File: src/rtl/irq_ctrl_pkg.sv
package irq_ctrl_pkg;
  typedef logic [2:0] lvl_t;

  localparam lvl_t LVL_OFF  = 3'd7;
  localparam int   FLAG_BIT = 4;

  // control byte image: level in [2:0], pending flag in [4], rest zero
  function automatic logic [7:0] pack_ctrl(logic flag, lvl_t lvl);
    return {3'b000, flag, 1'b0, lvl};
  endfunction

  // a request at level a may reach the CPU under mask m
  function automatic logic below_mask(lvl_t a, lvl_t m);
    return a < m;
  endfunction
endpackage

File: src/rtl/irq_src_cell.sv
module irq_src_cell
  import irq_ctrl_pkg::*;
#(
  parameter bit IS_LEVEL = 1'b0
) (
  input  logic clk,
  input  logic rst_n,
  input  logic req_in,
  input  logic wr_sel,
  input  logic wr_flag,
  input  lvl_t wr_lvl,
  input  logic vec_clr,
  output logic flag,
  output lvl_t lvl
);
  lvl_t lvl_q;

  always_ff @(posedge clk or negedge rst_n) begin
    if (!rst_n)      lvl_q <= LVL_OFF;
    else if (wr_sel) lvl_q <= wr_lvl;
  end
  assign lvl = lvl_q;

  generate
    if (IS_LEVEL) begin : g_level
      logic unused_level_in;
      assign unused_level_in = ^{wr_flag, vec_clr};
      assign flag = req_in;
    end else begin : g_edge
      logic req_prev, flag_q, rise, sw_set, sw_clr;
      assign rise   = req_in & ~req_prev;
      assign sw_set = wr_sel & wr_flag;
      assign sw_clr = wr_sel & ~wr_flag;

      always_ff @(posedge clk or negedge rst_n) begin
        if (!rst_n) begin
          req_prev <= 1'b0;
          flag_q   <= 1'b0;
        end else begin
          req_prev <= req_in;
          if (sw_clr || vec_clr)     flag_q <= 1'b0;
          else if (rise || sw_set)   flag_q <= 1'b1;
        end
      end
      assign flag = flag_q;

      AST_SWCLR_WINS: assert property (@(posedge clk) disable iff (!rst_n)
        sw_clr |=> !flag_q);
      AST_VECCLR_WINS: assert property (@(posedge clk) disable iff (!rst_n)
        vec_clr |=> !flag_q);
      AST_RISE_SETS: assert property (@(posedge clk) disable iff (!rst_n)
        (rise && !wr_sel && !vec_clr) |=> flag_q);
    end
  endgenerate
endmodule

File: src/rtl/irq_arbiter.sv
module irq_arbiter
  import irq_ctrl_pkg::*;
#(
  parameter int NSRC  = 4,
  parameter int IDX_W = $clog2(NSRC)
) (
  input  logic [NSRC-1:0]       pend,
  input  lvl_t [NSRC-1:0]       lvls,
  output logic                  win_valid,
  output logic [IDX_W-1:0]      win_idx,
  output lvl_t                  win_lvl,
  output logic [NSRC-1:0]       grant
);
  always_comb begin
    win_valid = 1'b0;
    win_idx   = '0;
    win_lvl   = LVL_OFF;
    // strict compare: level 7 never wins, earlier index keeps a tie
    for (int i = 0; i < NSRC; i++) begin
      if (pend[i] && (lvls[i] < win_lvl)) begin
        win_valid = 1'b1;
        win_idx   = IDX_W'(i);
        win_lvl   = lvls[i];
      end
    end
    grant = '0;
    if (win_valid) grant[win_idx] = 1'b1;
  end
endmodule

File: src/rtl/irq_vec_mask.sv
module irq_vec_mask
  import irq_ctrl_pkg::*;
(
  input  logic clk,
  input  logic rst_n,
  input  logic vec_rd,
  input  logic mask_wr,
  input  lvl_t wmask,
  input  logic win_valid,
  input  lvl_t win_lvl,
  output lvl_t mask,
  output logic eligible,
  output logic cpu_irq
);
  lvl_t mask_q;
  logic irq_q, irq_drop;

  assign eligible = win_valid && below_mask(win_lvl, mask_q);
  assign irq_drop = vec_rd || mask_wr;

  always_ff @(posedge clk or negedge rst_n) begin
    if (!rst_n) begin
      mask_q <= LVL_OFF;
      irq_q  <= 1'b0;
    end else begin
      if (mask_wr)                     mask_q <= wmask;
      else if (vec_rd && win_valid)    mask_q <= win_lvl;
      if (irq_drop)                    irq_q  <= 1'b0;
      else if (eligible)               irq_q  <= 1'b1;
    end
  end

  assign mask    = mask_q;
  assign cpu_irq = irq_q;

  AST_IRQ_STICKY: assert property (@(posedge clk) disable iff (!rst_n)
    (cpu_irq && !irq_drop) |=> cpu_irq);
  AST_IRQ_DROPS: assert property (@(posedge clk) disable iff (!rst_n)
    irq_drop |=> !cpu_irq);
  AST_IRQ_CAUSE: assert property (@(posedge clk) disable iff (!rst_n)
    $rose(cpu_irq) |-> $past(eligible));
  AST_MASK_LATCH: assert property (@(posedge clk) disable iff (!rst_n)
    (vec_rd && win_valid && !mask_wr) |=> (mask == $past(win_lvl)));
endmodule

File: src/rtl/prio_irq_ctrl.sv
module prio_irq_ctrl
  import irq_ctrl_pkg::*;
#(
  parameter int              NSRC      = 4,
  parameter int              ADDR_W    = 4,
  parameter logic [NSRC-1:0] LEVEL_SRC = 4'b1000,
  parameter int              VEC_ADDR  = 8,
  parameter int              MASK_ADDR = 9
) (
  input  logic              clk,
  input  logic              rst_n,
  input  logic [NSRC-1:0]   periph_req,
  input  logic [ADDR_W-1:0] bus_addr,
  input  logic              bus_wr,
  input  logic              bus_rd,
  input  logic [7:0]        bus_wdata,
  output logic [7:0]        bus_rdata,
  output logic              cpu_irq
);
  localparam int IDX_W = $clog2(NSRC);

  logic [NSRC-1:0]  pend, grant, wr_sel, vec_clr;
  lvl_t [NSRC-1:0]  lvls;
  logic             win_valid, eligible, vec_rd, mask_wr;
  logic [IDX_W-1:0] win_idx;
  lvl_t             win_lvl, mask;

  assign vec_rd  = bus_rd && (bus_addr == ADDR_W'(VEC_ADDR));
  assign mask_wr = bus_wr && (bus_addr == ADDR_W'(MASK_ADDR));

  generate
    for (genvar i = 0; i < NSRC; i++) begin : g_src
      assign wr_sel[i]  = bus_wr && (bus_addr == ADDR_W'(i));
      assign vec_clr[i] = vec_rd && grant[i];
      irq_src_cell #(.IS_LEVEL(LEVEL_SRC[i])) u_cell (
        .clk     (clk),
        .rst_n   (rst_n),
        .req_in  (periph_req[i]),
        .wr_sel  (wr_sel[i]),
        .wr_flag (bus_wdata[FLAG_BIT]),
        .wr_lvl  (bus_wdata[2:0]),
        .vec_clr (vec_clr[i]),
        .flag    (pend[i]),
        .lvl     (lvls[i])
      );
    end
  endgenerate

  irq_arbiter #(.NSRC(NSRC), .IDX_W(IDX_W)) u_arb (
    .pend      (pend),
    .lvls      (lvls),
    .win_valid (win_valid),
    .win_idx   (win_idx),
    .win_lvl   (win_lvl),
    .grant     (grant)
  );

  irq_vec_mask u_vm (
    .clk       (clk),
    .rst_n     (rst_n),
    .vec_rd    (vec_rd),
    .mask_wr   (mask_wr),
    .wmask     (bus_wdata[2:0]),
    .win_valid (win_valid),
    .win_lvl   (win_lvl),
    .mask      (mask),
    .eligible  (eligible),
    .cpu_irq   (cpu_irq)
  );

  always_comb begin
    bus_rdata = 8'h00;
    if (bus_rd) begin
      for (int i = 0; i < NSRC; i++)
        if (bus_addr == ADDR_W'(i)) bus_rdata = pack_ctrl(pend[i], lvls[i]);
      if (bus_addr == ADDR_W'(VEC_ADDR))
        bus_rdata = win_valid ? 8'(win_idx) : 8'hFF;
      if (bus_addr == ADDR_W'(MASK_ADDR))
        bus_rdata = {5'b00000, mask};
    end
  end

  AST_WIN_PENDING: assert property (@(posedge clk) disable iff (!rst_n)
    win_valid |-> (pend[win_idx] && (win_lvl != LVL_OFF)));
  AST_ONE_CLEAR: assert property (@(posedge clk) disable iff (!rst_n)
    $onehot0(vec_clr));
endmodule

File: config.mk
export PLATFORM = sky130hd
export DESIGN_NAME = prio_irq_ctrl
export DESIGN_NICKNAME = d
export VERILOG_FILES = /design/src/rtl/irq_ctrl_pkg.sv /design/src/rtl/irq_src_cell.sv /design/src/rtl/irq_arbiter.sv /design/src/rtl/irq_vec_mask.sv /design/src/rtl/prio_irq_ctrl.sv
export SDC_FILE = /design/constraint.sdc
export NUM_CORES = 1
export LEC_CHECK = 0
export ABC_CLOCK_PERIOD_IN_PS = 4100
export BUFFER_PORTS_ARGS = -buffer_cell sky130_fd_sc_hd__buf_4
export CAP_MARGIN = 20
export CORE_ASPECT_RATIO = 0.8
export CORE_MARGIN = 1.5
export CORE_UTILIZATION = 45
export CTS_CLUSTER_DIAMETER = 40
export CTS_CLUSTER_SIZE = 16
export DETAILED_ROUTE_END_ITERATION = 16
export PLACE_DENSITY = 0.68
export SLEW_MARGIN = 15
export SYNTH_ARGS = -nofsm -noshare
export SYNTH_HDL_FRONTEND = slang
export SYNTH_SLANG_ARGS = --single-unit
File: constraint.sdc
create_clock -name clk -period 4.1 [get_ports clk]
set_input_delay 0.82 -clock clk [delete_from_list [all_inputs] [get_ports clk]]
set_output_delay 0.82 -clock clk [all_outputs]
set_load 0.02 [all_outputs]
==> results of run 1 <==
==> metal layers <==
metal  vias up  track usage [%]  wire length [um]
li1        846                -                 -
met1       828             37.6              2390
met2        62             33.9              2130
met3         4             4.59               380
met4         0             5.12                28
met5         -                0                 0
==> cell families after synthesis <==
family,Yosys count
xor gates and xnor gates,2
DFF,22
and+or+nand+nor,74
adders and majority gates,4
muxes,16
buffers and inverters,30
AOI/OAI and AO/OA,59
==> where the power goes <==
part           switching (mW)  internal [mW]
logic                   0.299          0.322
registers              0.0595          0.291
clock network          0.0794          0.131
total                   0.438          0.744
==> state kept, by name, summed over array words and instances (netlist names) <==
register,count
g_src.u_cell.g_edge.req_prev,3
u_vm.cpu_irq,1
u_vm.mask,3
g_src.u_cell.lvl,12
g_src.u_cell.flag,3
==> final cells by class <==
type,count,area share (%)
well taps,55,2.91
inverters,19,3.01
clock buffers,3,1.74
multi-input cells,155,49.1
repair buffers,55,17.9
flip-flops and latches,22,24.0
clock inverters,1,1.27
==> worst min-delay path by stage <==
stage / startpoint / end / slack [ns] / cells after the start
after CTS: rst_n / g_src[1].u_cell.g_edge.req_prev$_DFF_PN0_ / 0.43 / 1
after global placement: u_vm.cpu_irq$_DFFE_PN0P_ / u_vm.cpu_irq$_DFFE_PN0P_ / 0.48 / 1
final: rst_n / g_src[1].u_cell.g_edge.req_prev$_DFF_PN0_ / 0.41 / 1
after floorplan: u_vm.mask[2]$_DFFE_PN1P_ / u_vm.mask[2]$_DFFE_PN1P_ / 0.51 / 2
after detailed placement: u_vm.cpu_irq$_DFFE_PN0P_ / u_vm.cpu_irq$_DFFE_PN0P_ / 0.50 / 1
after global routing: rst_n / g_src[1].u_cell.g_edge.req_prev$_DFF_PN0_ / 0.44 / 1
==> metrics by stage <==
| step | power (mW) | setup TNS [ns] | hold WS, ns | std cells | worst slack (ns) |
|---|---|---|---|---|---|
| 3_5_place_dp | 0.866 | -1.18 | 0.503 | 298 | -0.172 |
| 3_3_place_gp | 0.855 | -0.668 | 0.479 | 298 | -0.123 |
| 5_1_grt | 1.25 | -2.57 | 0.442 | 310 | -0.325 |
| 6_report | 1.18 | -1.10 | 0.413 | 310 | -0.152 |
| 2_1_floorplan | 0.671 | -0.0531 | 0.513 | 207 | -0.0531 |
| 4_1_cts | 1.17 | -1.33 | 0.429 | 309 | -0.193 |
==> worst max-delay path: cells and delay by family (launching register included) <==
family / cells / cell delay (ns)
adder cells (fa/ha/maj): 1 / 0.25
AND/OR/NAND/NOR: 4 / 0.75
AO/OA/AOI/OAI: 9 / 1.49
flip-flops: 1 / 0.55
buffers and inverters: 1 / 0.13
==> cells in the final DEF, fill, tap and decap left out, types with 3 or more instances in the layout <==
cell / Yosys / routed
ha_1: 4 / 4
buf_4: 3 / 52
o21ai_2: 0 / 3
o221ai_1: 3 / 3
nor2b_1: 4 / 3
o21ai_0: 16 / 13
clkbuf_8: 0 / 3
nand2_1: 22 / 22
buf_6: 1 / 3
nand2b_1: 3 / 3
inv_1: 19 / 19
nor2b_2: 2 / 3
a21oi_1: 12 / 11
dfrtp_1: 7 / 7
a31oi_1: 4 / 3
mux2_2: 10 / 10
nand3_1: 5 / 5
nor3_1: 10 / 8
dfstp_2: 15 / 15
mux2i_1: 6 / 6
nor2_1: 14 / 13
==> what timing repair did <==
action | CTS | global route
setup buffers | 7 | 1
hold buffers | 0 | 0
resized for setup | 18 | 3
cloned | 0 | 0
setup endpoints to repair | 9 | 9
pin swaps | 13 | 3
==> results.cfg, run 1 <==
[yosys]
syn-num-nets = 231
yosysWarningCount = 0
synth_top_family_by_area = compound AO/OA/AOI/OAI gates
async_flop_share_pct = 100
synthSimpleGateAreaFrac_pct = 22.5
synth_mux_area_share_pct = 9.75
synth-edff-count = 0
synth_most_common_cell = nand2_1
ys.flop_type = dfstp_2
synth_top_cell_by_area = dfstp_2
synth_top_area_share_pct = 22.2
ys_types = 52
synthAdderAreaFrac_pct = 2.82
synth-compound-area-share_pct = 24.3
synth_xor_area_share_pct = 0.989
synth_area_um2 = 1770
seq_area_frac_synth_pct = 32.1
synthTopCellsByCount = nand2_1, inv_1, o21ai_0, dfstp_2, nor2_1
syn_avg_cell_area_um2 = 8.56
yosys-top-cells-area = dfstp_2, dfrtp_1, mux2_2
ys_seq_elements = 22
postSynthCellCount = 207

[setup_path]
startpoint = g_src[1].u_cell.lvl[1]$_DFFE_PN1P_
cp_max_fo = 4
cpPeakStageDelay_ns = 0.55
critPathLaunchType = flip-flop
rr_worst_depth = 20
crit_type = flip-flop to output port
r2r-start = g_src[1].u_cell.lvl[1]$_DFFE_PN1P_
crit_end = bus_rdata[4]
crit_chain = and2b_1 > o211a_4 > a31oi_4 > o21ai_2 > o21ai_2 > ha_1 > o21a_1 > nor3_4 > a221oi_2 > o31ai_2 > o211ai_2 > nor3b_4 > nor2b_2 > o211a_1 > buf_6
r2r_slack_ns = 0.18
endpoint_kind = output port
worstPathArrival_ns = 3.43
required_ns = 3.28
r2r_end = u_vm.cpu_irq$_DFFE_PN0P_
slowest_stage = dfstp_2
crit_top_cell = o21ai_2

[placement]
portBuffers = 24
gp_congestion = 0.864
hpwl_mm = 3.68
placed_cell_area_um2 = 2160

[timing]
final_max_slew_viol_count = 0
clock_skew_ns = 0.0126
tightest_slew_ns = 0.859
setup_ws_ns = -0.152
fmax_mhz = 235
slew_headroom_pct = 42.3
hold_viol_final = 0
rsz0062_at_grt = true
min_period_over_period_pct = 104
setup_viol = 8
period_needed_ns = 4.25

[final_layout]
area.growth.synth_to_final_pct = 33.7
nets = 280
multi_input_area_um2 = 1160
drive_above_1_share_pct = 43.1
finish.utilization_pct = 62.7
insertedDiodeCount = 0
seqCellArea_um2 = 569
final_cell_area_um2 = 2370
fill_cells = 340

[power]
leakagePower_nw = 1.02
ir_worst_vdd_uv = 412
p_per_area_nw_per_um2 = 499

[global_routing]
overflow = 0
grt_pass1_wl_mm = 7.85
track_usage_pct = 24.0
grt_max_degree = 23
antenna_found_initial = 0
grt_pass1_vias = 1615

[detailed_routing]
drt_iter0_markers = 167
wirelength_mm = 4.94
drtPass1Iterations = 5
drtAntennaViolNets = 0
vias_per_cell = 5.61
post_drt_wl_per_cell_um = 15.9
drc = 0
vias = 1740

[floorplan]
ioPinCount = 29
coreArea_um2 = 3780
die_w_um = 73.2
die-height_um = 59.1
dieArea_um2 = 4320
start_util_pct = 46.9
rows = 20

[worst_hold_path]
hp-class = input pin to async pin

[clocking]
cts_tree = built
htree_levels = 1
cts_root_buf = clkbuf_8
clkTransAtPathRegs_ns = 0.10
clk_latency_ns = 0.27
clock_sinks = 22
cts_buffer_depth = 2
cts_buffers = 3

[outcome]
run_status = finished with violations
violations = negative setup slack

[flow_run]
max-cap-violations = 0
(Power assumes the default switching activity.)
==> inputs of run 2 (changes only) <==
ABC_CLOCK_PERIOD_IN_PS = 4500   (was 4100)
PLACE_DENSITY = 0.66   (was 0.68)
SKIP_LAST_GASP = 1   (was not set)
clock period = 4.5 ns   (was 4.1 ns; I/O delays follow)
==> run 2 against run 1 <==
Effect of this change:
- setup slack improved by 0.13 ns
- the flow still finishes with violations (negative setup slack)
- utilization rose by 1.1 points
- critical path depth did not move
- die area unchanged
- sequential cell count is the same
- combinational power rose by 13%
- cell area rose by 1.7%
- non-clock buffer count is 4 higher
- via count is 0.75% higher
- count of clock-buffer cells in the layout up 1
- total power down 0.36%
- register-to-register slack worse by 0.14 ns
==> results.cfg, run 2 (same netlist as run 1, synthesis figures left out) <==
[outcome]
run_status = finished with violations
violations = negative setup slack

[placement]
hpwl_mm = 3.53
placed_cell_area_um2 = 2040
gp_congestion = 0.901
dp_cells = 286
portBuffers = 24

[timing]
setup_viol = 1
hold_viol_final = 0
min_period_over_period_pct = 100
tns_ns = -0.0197
setup_ws_ns = -0.0197
tightest_slew_ns = 0.806
slew_headroom_pct = 45.8
fmax_mhz = 221
rsz0062_at_grt = true
period_needed_ns = 4.52
clock_skew_ns = 0.00204
final_max_slew_viol_count = 0

[setup_path]
critPathLaunchType = flip-flop
worstPathArrival_ns = 3.62
endpoint_kind = output port
crit_type = flip-flop to output port
cp_max_fo = 6
required_ns = 3.60

[flow_run]
max-cap-violations = 0

[final_layout]
drive_above_1_share_pct = 43.2
area.growth.synth_to_final_pct = 35.9
final_cell_area_um2 = 2410
final_common_cell = buf_4
mostFrequentLayoutCells = buf_4, nand2_1, inv_1
nets = 284
insertedDiodeCount = 0
final_cells = 314
largest_reg_flops = 12

[global_routing]
track_usage_pct = 24.9
grt_max_degree = 23
grt_pass1_vias = 1603
grt_pass1_wl_mm = 8.01
antenna_found_initial = 0
overflow = 0

[floorplan]
die_w_um = 73.2
die-height_um = 59.1
coreArea_um2 = 3780
rows = 20
dieArea_um2 = 4320
ioPinCount = 29
start_util_pct = 46.9

[clocking]
cts_buffers = 3
htree_levels = 1
clkTransAtPathRegs_ns = 0.09
clk_latency_ns = 0.27
cts_buffer_depth = 2
cts_root_buf = clkbuf_8
clock_sinks = 22
cts_tree = built

[detailed_routing]
drt_iter0_markers = 76
drtAntennaViolNets = 0
post_drt_wl_per_cell_um = 17.2
vias = 1753
vias_per_cell = 5.58
drtPass1Iterations = 4
drc = 0
wirelength_mm = 5.41

[worst_hold_path]
hp-class = flip-flop to flip-flop

[power]
leakagePower_nw = 1.05
p_per_area_nw_per_um2 = 489
p_total_mw = 1.18
ir_worst_vdd_uv = 320
[run 2: what timing repair did]
action,in CTS,in global routing
buffers inserted,17,9
setup endpoints to repair,8,10
cloned,0,0
hold buffers,0,0
pin swaps,5,15
gates resized for setup,9,15
[run 2: path summary, 6_finish.rpt]
check / cells after the start / slack (ns) / start / to
setup / recovery: 15 / -0.02 / g_src[0].u_cell.lvl[1]$_DFFE_PN1P_ / bus_rdata[1]
hold / removal: 1 / 0.50 / u_vm.cpu_irq$_DFFE_PN0P_ / u_vm.cpu_irq$_DFFE_PN0P_
max in group asynchronous: 1 / 3.71 / rst_n / g_src[1].u_cell.lvl[2]$_DFFE_PN1P_
hold reg to reg: 1 / 0.50 / u_vm.cpu_irq$_DFFE_PN0P_ / u_vm.cpu_irq$_DFFE_PN0P_
min in group asynchronous: 1 / 0.51 / rst_n / u_vm.cpu_irq$_DFFE_PN0P_
setup reg to reg: 27 / 0.04 / g_src[0].u_cell.lvl[1]$_DFFE_PN1P_ / u_vm.cpu_irq$_DFFE_PN0P_
[run 2: final cells by class]
| class | count | area [um2] |
|---|---|---|
| fill | 330 | 1370 |
| timing repair buffer | 59 | 448 |
| inverter | 19 | 71.3 |
| multi-input combinational | 155 | 1200 |
| tap | 55 | 68.8 |
| sequential | 22 | 569 |
| clock buffer | 4 | 55.1 |
[run 2: per-layer routing]
layer	global-route usage [%]	routed length [um]	vias to the layer above
met5	0	0	-
li1	-	-	845
met1	37.6	2560	839
met3	4.25	303	13
met2	37.1	2440	56
met4	5.12	104	0
[run 2: per-stage QoR]
step / setup slack (ns) / hold WS (ns) / util [%]
3_3_place_gp: 0.0580 / 0.492 / 54.0
3_5_place_dp: 0.0134 / 0.494 / 54.0
4_1_cts: 0.00866 / 0.514 / 59.9
2_1_floorplan: 0.0893 / 0.513 / -
6_report: -0.0197 / 0.497 / 63.7
5_1_grt: -0.182 / 0.515 / 63.7
[run 2: critical path, cell delays in order (launching register included)]
cell and delay [ns]:
dfstp_2 0.60, nand4b_1 0.18, o211a_4 0.22, a31oi_4 0.19, o21ai_2 0.10, nand2_1 0.09, o21ai_2 0.07, ha_1 0.29
o21a_1 0.21, nor3_4 0.27, a221oi_4 0.08, o31ai_4 0.10, o211ai_2 0.19, and4b_1 0.27, o32ai_2 0.29, buf_4 0.19
[run 2: power by group]
group | internal (mW) | switching [mW] | total [mW]
Combinational | 0.366 | 0.337 | 0.703
Clock | 0.0783 | 0.0728 | 0.151
Sequential | 0.266 | 0.0586 | 0.324
